===== config.mk =====
export PLATFORM = sky130hd
export DESIGN_NAME = intline_router
export DESIGN_NICKNAME = d
export VERILOG_FILES = /design/src/rtl/irq_route_pkg.sv /design/src/rtl/irq_route_regs.sv /design/src/rtl/irq_level_map.sv /design/src/rtl/irq_slot_swizzle.sv /design/src/rtl/intline_router.sv
export SDC_FILE = /design/constraint.sdc
export NUM_CORES = 1
export LEC_CHECK = 0
export ABC_CLOCK_PERIOD_IN_PS = 6400
export BUFFER_PORTS_ARGS = -buffer_cell sky130_fd_sc_hd__buf_2
export CORE_MARGIN = 2
export CORE_UTILIZATION = 53
export DETAILED_ROUTE_END_ITERATION = 16
export GPL_ROUTABILITY_DRIVEN = 0
export PLACE_DENSITY = 0.83
export SETUP_SLACK_MARGIN = 0.1
export SLEW_MARGIN = 30
export SYNTH_ARGS = -nofsm -noshare
export SYNTH_HDL_FRONTEND = slang
export SYNTH_SLANG_ARGS = --single-unit
export TNS_END_PERCENT = 10

===== constraint.sdc =====
create_clock -name clk -period 6.4 [get_ports clk]
set_input_delay 1.28 -clock clk [delete_from_list [all_inputs] [get_ports clk]]
set_output_delay 1.28 -clock clk [all_outputs]
set_load 0.01 [all_outputs]

===== src/rtl/irq_route_pkg.sv =====
package irq_route_pkg;
   localparam int unsigned ROUTE_W = 8;
   typedef logic [ROUTE_W-1:0] route_t;
   // reset value: above any valid target, so the line is parked
   localparam route_t ROUTE_PARKED = 8'h80;
endpackage


===== src/rtl/irq_route_regs.sv =====
module irq_route_regs
   import irq_route_pkg::*;
#(
   parameter int unsigned NUM_LINES  = 4,
   parameter int unsigned ADDR_W     = 8,
   parameter int unsigned BUS_BYTES  = 4,
   parameter int unsigned ROUTE_BASE = 'h60
) (
   input  logic                          clk,
   input  logic                          rst,
   input  logic                          wr_en,
   input  logic [ADDR_W-1:0]             wr_addr,
   input  logic [8*BUS_BYTES-1:0]        wr_data,
   input  logic [BUS_BYTES-1:0]          wr_be,
   input  logic [ADDR_W-1:0]             rd_addr,
   output logic [8*BUS_BYTES-1:0]        rd_data,
   output route_t [NUM_LINES-1:0]        route_q,
   output route_t [NUM_LINES-1:0]        route_d,
   output logic                          route_wr
);
   localparam logic [ADDR_W-1:0] ALIGN_MASK = ~ADDR_W'(BUS_BYTES - 1);

   logic [ADDR_W-1:0]    wr_base;
   logic [ADDR_W-1:0]    rd_base;
   logic [NUM_LINES-1:0] hit;

   assign wr_base = wr_addr & ALIGN_MASK;
   assign rd_base = rd_addr & ALIGN_MASK;

   for (genvar p = 0; p < NUM_LINES; p++) begin : g_line
      localparam logic [ADDR_W-1:0] MY_OFF = ADDR_W'(ROUTE_BASE + p);

      always_comb begin
         hit[p]     = 1'b0;
         route_d[p] = route_q[p];
         for (int b = 0; b < BUS_BYTES; b++) begin
            if (wr_en && wr_be[b] && (wr_base + ADDR_W'(b)) == MY_OFF) begin
               hit[p]     = 1'b1;
               route_d[p] = wr_data[8*b +: 8];
            end
         end
      end

      always_ff @(posedge clk) begin
         if (rst) route_q[p] <= ROUTE_PARKED;
         else     route_q[p] <= route_d[p];
      end

      // lanes not enabled for this byte never disturb it
      assert_be_gate_R7: assert property (@(posedge clk) disable iff (rst)
         !hit[p] |=> $stable(route_q[p]));

      assert_reset_route_R3: assert property (@(posedge clk)
         rst |=> route_q[p] == ROUTE_PARKED);
   end

   assign route_wr = |hit;

   for (genvar b = 0; b < BUS_BYTES; b++) begin : g_rd_lane
      always_comb begin
         rd_data[8*b +: 8] = '0;
         for (int p = 0; p < NUM_LINES; p++) begin
            if ((rd_base + ADDR_W'(b)) == ADDR_W'(ROUTE_BASE + p))
               rd_data[8*b +: 8] = route_q[p];
         end
      end
   end
endmodule


===== src/rtl/irq_level_map.sv =====
module irq_level_map
   import irq_route_pkg::*;
#(
   parameter int unsigned NUM_LINES   = 4,
   parameter int unsigned NUM_TARGETS = 16
) (
   input  logic                     clk,
   input  logic                     rst,
   input  logic [NUM_LINES-1:0]     lvl_in,
   input  route_t [NUM_LINES-1:0]   route_q,
   input  route_t [NUM_LINES-1:0]   route_d,
   input  logic                     route_wr,
   output logic [NUM_TARGETS-1:0]   irq_q
);
   localparam int unsigned MAP_W   = NUM_LINES * NUM_TARGETS;
   localparam int unsigned MAP_IW  = $clog2(MAP_W);
   localparam int unsigned TGT_W   = $clog2(NUM_TARGETS);
   localparam logic [ROUTE_W:0] TGT_LIM = (ROUTE_W+1)'(NUM_TARGETS);

   logic [NUM_LINES-1:0] lvl_q;
   logic [MAP_W-1:0]     map_q;
   logic [MAP_W-1:0]     map_d;

   // next map: full rebuild after a routing write, else per-line patch
   always_comb begin
      map_d = map_q;
      if (route_wr) begin
         map_d = '0;
         for (int p = 0; p < NUM_LINES; p++) begin
            if ({1'b0, route_d[p]} < TGT_LIM)
               map_d[MAP_IW'(int'(route_d[p]) * NUM_LINES + p)] = lvl_in[p];
         end
      end else begin
         for (int p = 0; p < NUM_LINES; p++) begin
            if (lvl_in[p] != lvl_q[p] && {1'b0, route_q[p]} < TGT_LIM)
               map_d[MAP_IW'(int'(route_q[p]) * NUM_LINES + p)] = lvl_in[p];
         end
      end
   end

   always_ff @(posedge clk) begin
      if (rst) begin
         map_q <= '0;
         lvl_q <= '0;
      end else begin
         map_q <= map_d;
         lvl_q <= lvl_in;
      end
   end

   for (genvar k = 0; k < NUM_TARGETS; k++) begin : g_out
      always_ff @(posedge clk) begin
         if (rst) irq_q[k] <= 1'b0;
         else     irq_q[k] <= |map_d[k*NUM_LINES +: NUM_LINES];
      end
   end

   // independent fold of last sampled levels over the live routes
   logic [NUM_TARGETS-1:0] fold_exp;
   logic                   all_parked;
   always_comb begin
      fold_exp   = '0;
      all_parked = 1'b1;
      for (int p = 0; p < NUM_LINES; p++) begin
         if ({1'b0, route_q[p]} < TGT_LIM) begin
            all_parked = 1'b0;
            if (lvl_q[p]) fold_exp[TGT_W'(route_q[p])] = 1'b1;
         end
      end
   end

   assert_out_fold_R4: assert property (@(posedge clk) disable iff (rst)
      irq_q == fold_exp);

   assert_parked_quiet_R2: assert property (@(posedge clk) disable iff (rst)
      all_parked |-> irq_q == '0);

   assert_reset_out_R3: assert property (@(posedge clk)
      rst |=> irq_q == '0);
endmodule


===== src/rtl/irq_slot_swizzle.sv =====
module irq_slot_swizzle #(
   parameter int unsigned NUM_LINES  = 4,
   parameter bit          SWIZZLE_EN = 1'b1
) (
   input  logic [7:0]                     dev_fn,
   input  logic [1:0]                     dev_pin,
   output logic [$clog2(NUM_LINES)-1:0]   dev_pirq
);
   localparam int unsigned LINE_W = $clog2(NUM_LINES);

   if (SWIZZLE_EN) begin : g_rotate
      logic [7:0] sum;
      // adding N-1 equals subtracting one modulo a power of two N
      assign sum      = {6'b0, dev_pin} + {3'b0, dev_fn[7:3]} + 8'(NUM_LINES - 1);
      assign dev_pirq = sum[LINE_W-1:0];

      always_comb begin
         if (dev_fn[7:3] == 5'd1)
            assert_slot_one_R9: assert (dev_pirq == LINE_W'(dev_pin));
      end
   end else begin : g_direct
      assign dev_pirq = LINE_W'(dev_pin);
   end
endmodule


===== src/rtl/intline_router.sv =====
module intline_router
   import irq_route_pkg::*;
#(
   parameter int unsigned NUM_LINES   = 4,
   parameter int unsigned NUM_TARGETS = 16,
   parameter int unsigned ADDR_W      = 8,
   parameter int unsigned BUS_BYTES   = 4,
   parameter int unsigned ROUTE_BASE  = 'h60,
   parameter bit          SWIZZLE_EN  = 1'b1,
   localparam int unsigned LINE_W     = $clog2(NUM_LINES)
) (
   input  logic                     clk,
   input  logic                     rst,
   input  logic [NUM_LINES-1:0]     pirq_lvl,
   input  logic                     cfg_wr_en,
   input  logic [ADDR_W-1:0]        cfg_wr_addr,
   input  logic [8*BUS_BYTES-1:0]   cfg_wr_data,
   input  logic [BUS_BYTES-1:0]     cfg_wr_be,
   input  logic [ADDR_W-1:0]        cfg_rd_addr,
   output logic [8*BUS_BYTES-1:0]   cfg_rd_data,
   input  logic [7:0]               dev_fn,
   input  logic [1:0]               dev_pin,
   output logic [LINE_W-1:0]        dev_pirq,
   output logic [NUM_TARGETS-1:0]   irq_out
);
   if (NUM_LINES < 2 || (NUM_LINES & (NUM_LINES - 1)) != 0) begin : g_bad_lines
      $error("NUM_LINES must be a power of two of at least 2");
   end
   if (NUM_TARGETS < 2 || NUM_TARGETS > 256) begin : g_bad_targets
      $error("NUM_TARGETS must lie between 2 and 256");
   end
   if (BUS_BYTES < 1 || (BUS_BYTES & (BUS_BYTES - 1)) != 0) begin : g_bad_bus
      $error("BUS_BYTES must be a power of two");
   end
   if (ROUTE_BASE + NUM_LINES > (1 << ADDR_W)) begin : g_bad_base
      $error("routing bytes fall outside the address space");
   end
   if (NUM_LINES * NUM_TARGETS > 4096) begin : g_bad_map
      $error("level map too large");
   end

   route_t [NUM_LINES-1:0] route_q;
   route_t [NUM_LINES-1:0] route_d;
   logic                   route_wr;

   irq_route_regs #(
      .NUM_LINES  (NUM_LINES),
      .ADDR_W     (ADDR_W),
      .BUS_BYTES  (BUS_BYTES),
      .ROUTE_BASE (ROUTE_BASE)
   ) u_regs (
      .clk      (clk),
      .rst      (rst),
      .wr_en    (cfg_wr_en),
      .wr_addr  (cfg_wr_addr),
      .wr_data  (cfg_wr_data),
      .wr_be    (cfg_wr_be),
      .rd_addr  (cfg_rd_addr),
      .rd_data  (cfg_rd_data),
      .route_q  (route_q),
      .route_d  (route_d),
      .route_wr (route_wr)
   );

   irq_level_map #(
      .NUM_LINES   (NUM_LINES),
      .NUM_TARGETS (NUM_TARGETS)
   ) u_map (
      .clk      (clk),
      .rst      (rst),
      .lvl_in   (pirq_lvl),
      .route_q  (route_q),
      .route_d  (route_d),
      .route_wr (route_wr),
      .irq_q    (irq_out)
   );

   irq_slot_swizzle #(
      .NUM_LINES  (NUM_LINES),
      .SWIZZLE_EN (SWIZZLE_EN)
   ) u_swz (
      .dev_fn   (dev_fn),
      .dev_pin  (dev_pin),
      .dev_pirq (dev_pirq)
   );
endmodule


# Word-level counts from Yosys, hierarchy flattened
# Index checks and enable logic that the tools add are counted.
dict set report classes {
  reduce_logical 46
  magnitude_cmp 24
  n_eq_ne 30
  mux 77
  shifts 0
  div_mod_pow 0
  n_bitwise 1
  addsub 14
  multipliers 0
}
# op count
set ops {}
lappend ops {{$mux 64} 15}
lappend ops {{$bwmux 64} 7}
lappend ops {{$mux 8} 26}
lappend ops {{$eq 8x7->1 const B} 24}
lappend ops {{$reduce_or 4->1} 17}
lappend ops {{$and 64x61->64} 1}
lappend ops {{$lt 8x5->1 const B} 8}
lappend ops {{$lt 6x7->1 const B} 8}
lappend ops {{$ge 6x1->1 const B} 8}
lappend ops {{$demux 1 s6} 6}
lappend ops {{$add 8x2->8 const B} 4}
lappend ops {{$logic_and 1x1->1} 29}
lappend ops {{$add 6x2->6 const B} 4}
lappend ops {{$mux 1} 21}
lappend ops {{$add 8x1->8 const B} 2}
lappend ops {{$add 6x1->6 const B} 2}
lappend ops {{$eq 6x5->1 const B} 2}
lappend ops {{$demux 1 s4} 2}
lappend ops {{$ne 1x1->1} 4}
lappend ops {{$add 2x2->2} 1}
lappend ops {{$add 2x2->2 const B} 1}
dict set report totals {
  latchBits 0
  out_inout_bits 50
  mem_count 0
  ram_bits 0
  reg_bits 116
  rom_bits 0
  wordCells 214
}

# Depth between registers and ports, before layout
dict set report depth {
  depth_word 23
  depth_mapped 7
  depth_no_buf 5
}

# Modules after synthesis
# Synthesis repeated with hierarchy kept, for this count alone.
dict set report unflattened {
  cells_unflattened 727
  hier_area_um2 6573.8
}
# module instances area_per_inst_um2 cells_each
set by_module_without_submodules {}
lappend by_module_without_submodules {irq_level_map 1 4461.8 498}
lappend by_module_without_submodules {irq_route_regs 1 2064.5 224}
lappend by_module_without_submodules {irq_slot_swizzle 1 47.5 5}

# Worst setup path before layout
# No wires, ideal clock.
dict set report synth_timing {
  path_kind {input -> output}
  from {input port cfg_rd_addr[7]}
  to {output port cfg_rd_data[0]}
  path_buffers 1
  path_stages 4
  t_arrival_ps 2135
  slack_ps 2985
  t_required_ps 5120
  cell_sequence {nand4bb_1 > nor3_1 > clkbuf_1 > and2_1}
}
dict set report synth_via {
  elab_chain_cells 2
}
# element line_no
set synth_rtl {}
lappend synth_rtl {{start, declared} intline_router.sv:19} ;# input logic [ADDR_W-1:0] cfg_rd_addr,
lappend synth_rtl {{$eq 6x5->1} irq_route_regs.sv:63} ;# if ((rd_base + ADDR_W'(b)) == ADDR_W'(ROUTE_BASE + p))
lappend synth_rtl {{$mux 8} irq_route_regs.sv:63}
lappend synth_rtl {{end, declared} intline_router.sv:20} ;# output logic [8*BUS_BYTES-1:0] cfg_rd_data,
# Every way passes these cells.

# Final worst setup path
dict set report layout_timing {
  from {input port cfg_wr_addr[7]}
  to {register u_map.irq_q[6]}
}
dict set report layout_via {
  elab_chain_cells 23
  word_cells_on_any_way 96
}
# element line_no
set layout_rtl {}
lappend layout_rtl {{start, declared} intline_router.sv:16} ;# input logic [ADDR_W-1:0] cfg_wr_addr,
lappend layout_rtl {{parallel branches: the longest is 21 deep, another holds $add 8x1->8} --}
lappend layout_rtl {{$mux 64 *} irq_level_map.sv:27} ;# if (route_wr) begin
lappend layout_rtl {{$reduce_or 4->1 *} irq_level_map.sv:54} ;# else irq_q[k] <= |map_d[k*NUM_LINES +: NUM_LINES];
lappend layout_rtl {{end signal, assigned by index} irq_level_map.sv:54}
lappend layout_rtl {{end, declared} irq_level_map.sv:13} ;# output logic [NUM_TARGETS-1:0] irq_q
# Every way passes the cells marked *. The select of a mux whose other input is x is not followed.
# A chain may end at the register's enable or synchronous reset.

==> impl_results.rst <==
.. list-table::
   :header-rows: 1

   * - Metric
     - Value
   * - Result of the run
     - finished clean
   * - Synth Area in XOR/XNOR
     - 0.009547
   * - Reg2Reg Capture Point
     - u_map.irq_q[5]
   * - Number of stages on the worst hold path
     - 2
   * - Iteration count of the initial detailed-routing pass
     - 8
   * - Post-route setup TNS
     - 0 ns
   * - Total detailed-routing wirelength
     - 20.85 mm
   * - Vias in the first global route
     - 6564
   * - Number of distinct library cell variants in the gate-level netlist after synthesis
     - 59
   * - Post-synthesis average cell area
     - 8.604 um^2
   * - Total global-route track usage
     - 0.2806
   * - Combined area of all synthesized cells
     - 7340 um^2
   * - Leakage power figure
     - 3.087 nW
   * - Worst hold path type
     - reg -> reg
   * - Max_cap viols
     - 0
   * - Layout cells sized above 1
     - 0.2535
   * - Post-CTS repair timing setup buffer count
     - 0
   * - Via-to-Cell Ratio
     - 6.509
   * - Count of port buffers added during placement
     - 108
   * - Clock tree from TritonCTS
     - built
   * - Vias
     - 7258
   * - Data required time at the worst endpoint
     - 6.65 ns
   * - Core Box Area
     - 13720 um^2
   * - Compound-cell area share of the yosys netlist
     - 0.1751
   * - Slew at the pin closest to its max-slew limit
     - 0.9694 ns
   * - Portion of netlist area occupied by mux cells
     - 0.1497
   * - Iteration-0 DRC count of the detailed router
     - 787
   * - Effective utilization at floorplan
     - 0.5350
   * - Synthesized-area fraction occupied by adder cells
     - 0.001705
   * - Slowest cell on the critical path
     - and3b_1
   * - Critical path class
     - in -> reg
   * - Flip-flop and latch count after synthesis
     - 116
   * - Area overhead of the layout relative to synthesis
     - 15.84%
   * - Synthesized-area fraction occupied by and/or/nand/nor cells
     - 0.2987
   * - Worst hold margin
     - 0.4623 ns
   * - Largest net degree at the start of global routing
     - 92
   * - Number of antenna violations at the first check in global routing
     - 0
   * - Arrival time of data at the critical path endpoint
     - 3.92 ns
   * - Setup Skew
     - 0.005181 ns
   * - Resized cells post-CTS
     - 0
   * - Startpoint types
     - input port
   * - Post-CTS Hold Fix Bufs
     - 0
   * - Clk sink count
     - 116
   * - Crit end category
     - flip-flop
   * - Min cycle time layout
     - 3.677 ns
   * - Crit-path max FO
     - 29
   * - Worst skew pair latency
     - 0.42 ns
   * - Clock H-tree levels
     - 4
   * - # diodes
     - 0
   * - Global-route wire length before repair
     - 32.63 mm
   * - Worst reg2reg setup slack
     - 3.72 ns
   * - Synthesized net count
     - 923
   * - Number of pins with negative max-slew slack in the final report
     - 0
   * - Final Setup Violations
     - 0
   * - Die extent in y
     - 121.7 um
   * - Boundary Pins
     - 119
   * - Number of warnings reported in the yosys synthesis log
     - 0
   * - Register-to-Register Path Depth
     - 5
   * - Delay of the slowest cell on the worst path
     - 0.79 ns
   * - Most common cell after layout, fill and taps aside
     - dfxtp_1
   * - Hold Crit Endpoint
     - u_regs.route_q[21]
   * - Async set-or-reset flop fraction in the synthesized netlist
     - 0
   * - Die area
     - 14810 um^2
   * - Relative slew slack
     - 0.3537
   * - Cts bufs inserted
     - 17
   * - Clock input transition at the sequential cells of the worst setup and hold paths
     - 0.05 ns
   * - Number of nets in the layout
     - 992
   * - Count of flip-flops with a built-in enable after synthesis
     - 0
   * - Crit path cell chain
     - buf_2 > and3b_1 > and3_2 > buf_4 > a21oi_1 > a31oi_1 > a41oi_1
   * - Final period util
     - 0.5746
   * - Detail Placement HPWL
     - 14.53 mm
   * - Largest family of logic cells by synthesized area
     - simple AND/OR/NAND/NOR gates
   * - Number of buffers on the longest clock path
     - 2
   * - Ratio of total power to cell area
     - 213.0 nW/um^2
   * - Sequential fraction of the synthesis area
     - 0.3164
   * - Total placed instance area
     - 7890 um^2
   * - Leading cell types in the layout, fill and taps excluded
     - 116 x dfxtp_1, 107 x buf_2, 84 x nor2_1
   * - Hold violation total from the final report
     - 0
   * - Leftover overflow at the end of global routing
     - 0
   * - Buffer cell driving the clock tree root
     - clkbuf_16
   * - Worst reg2reg startpoint
     - u_regs.route_q[30]
   * - IR Drop Worst-Case VDD
     - 150.3 uV
   * - Final core utilization
     - 0.6197
   * - Standard-cell rows
     - 43
   * - Instance count of the mapped netlist
     - 853
   * - Maximum frequency from static timing analysis
     - 271.9 MHz
   * - Post-route standard cell area excluding fillers
     - 8502 um^2
   * - Antenna-violating nets left
     - 0
   * - Ys flop type
     - dfxtp_1
   * - RSZ-0062 raised after global routing
     - no
   * - DR WL/cell
     - 18.70 um
   * - Start point of the worst min-delay path
     - u_regs.route_q[21]
   * - DIE WIDTH
     - 121.7 um
   * - DRC violations left
     - 0
## power by group
group | switching (W) | internal [W]
clock | 0.000343 | 0.000631
sequential | 0.00000186 | 0.000725
combinational | 0.0000779 | 0.0000328
## synth_stat cells, drive strengths merged, types with 19 or more instances
master	count	share of area
mux2i	49	0.067
and2	35	0.030
nor4	61	0.067
mux2	53	0.083
nand2b	22	0.019
a31oi	21	0.018
nand4	29	0.025
clkbuf	50	0.026
nand2	65	0.033
buf	19	0.017
nor2	84	0.043
dfxtp	116	0.32
a21oi	40	0.027
## worst max-delay path: cells and delay by family
kind / cells / cell delay, ns
AO/OA/AOI/OAI: 3 / 0.69
AND/OR/NAND/NOR: 2 / 1.41
buffers and inverters: 2 / 0.51
## flip-flops by register name (all words and copies together) (netlist names)
signal	count
u_map.irq_q	16
u_map.lvl_q	4
u_map.map_q	64
u_regs.route_q	32
## per-layer routing
metal | routed length, um | part of all wire | GRT usage | vias up
met4 | 623 | 0.030 | 0.1243 | 0
met1 | 8451 | 0.41 | 0.3571 | 3388
met3 | 1989 | 0.095 | 0.06554 | 56
met5 | 0 | 0 | 0 | -
li1 | - | - | - | 3395
met2 | 9789 | 0.47 | 0.4544 | 419
## worst max path at each step
stage,start,endpoint,slack [ns],cells after the start
finish,cfg_wr_addr[7],u_map.irq_q[6],2.72,7
global route,cfg_wr_addr[7],u_map.irq_q[0],2.62,6
CTS,cfg_rd_addr[7],cfg_rd_data[15],2.75,6
floorplan,cfg_rd_addr[7],cfg_rd_data[0],2.99,4
detailed placement,cfg_wr_addr[7],u_map.irq_q[0],2.38,6
global placement,cfg_wr_addr[7],u_map.irq_q[0],2.39,6
## stage by stage
stage | setup WS [ns] | total power, W | std cells
final | 2.723 | 0.001811 | 1115
after global routing | 2.625 | 0.001858 | 1115
after CTS | 2.748 | 0.001818 | 1115
after detailed placement | 2.382 | 0.0008494 | 1083
after global placement | 2.390 | 0.0008468 | 1083
after floorplan | 2.985 | 0.0008070 | 853
## cells by family (layout without fill, tap and decap cells)
group	Yosys count	count (layout)
and+or+nand+nor	377	377
AOI/OAI and AO/OA	168	168
DFF	116	116
muxes	102	102
buffers and inverters	81	163
xor gates and xnor gates	8	8
adders and majority gates	1	1
## layout make-up
type,count,area [um^2]
fillers,1164,5218
multi-input cells,656,4672
flip-flops and latches,116,2322
repair buffers,119,625.6
clock buffers,20,456.7
well taps,180,225.2
clock inverters,12,155.1
inverters,12,45.04
Note: power is estimated with default switching activity, not from simulation.
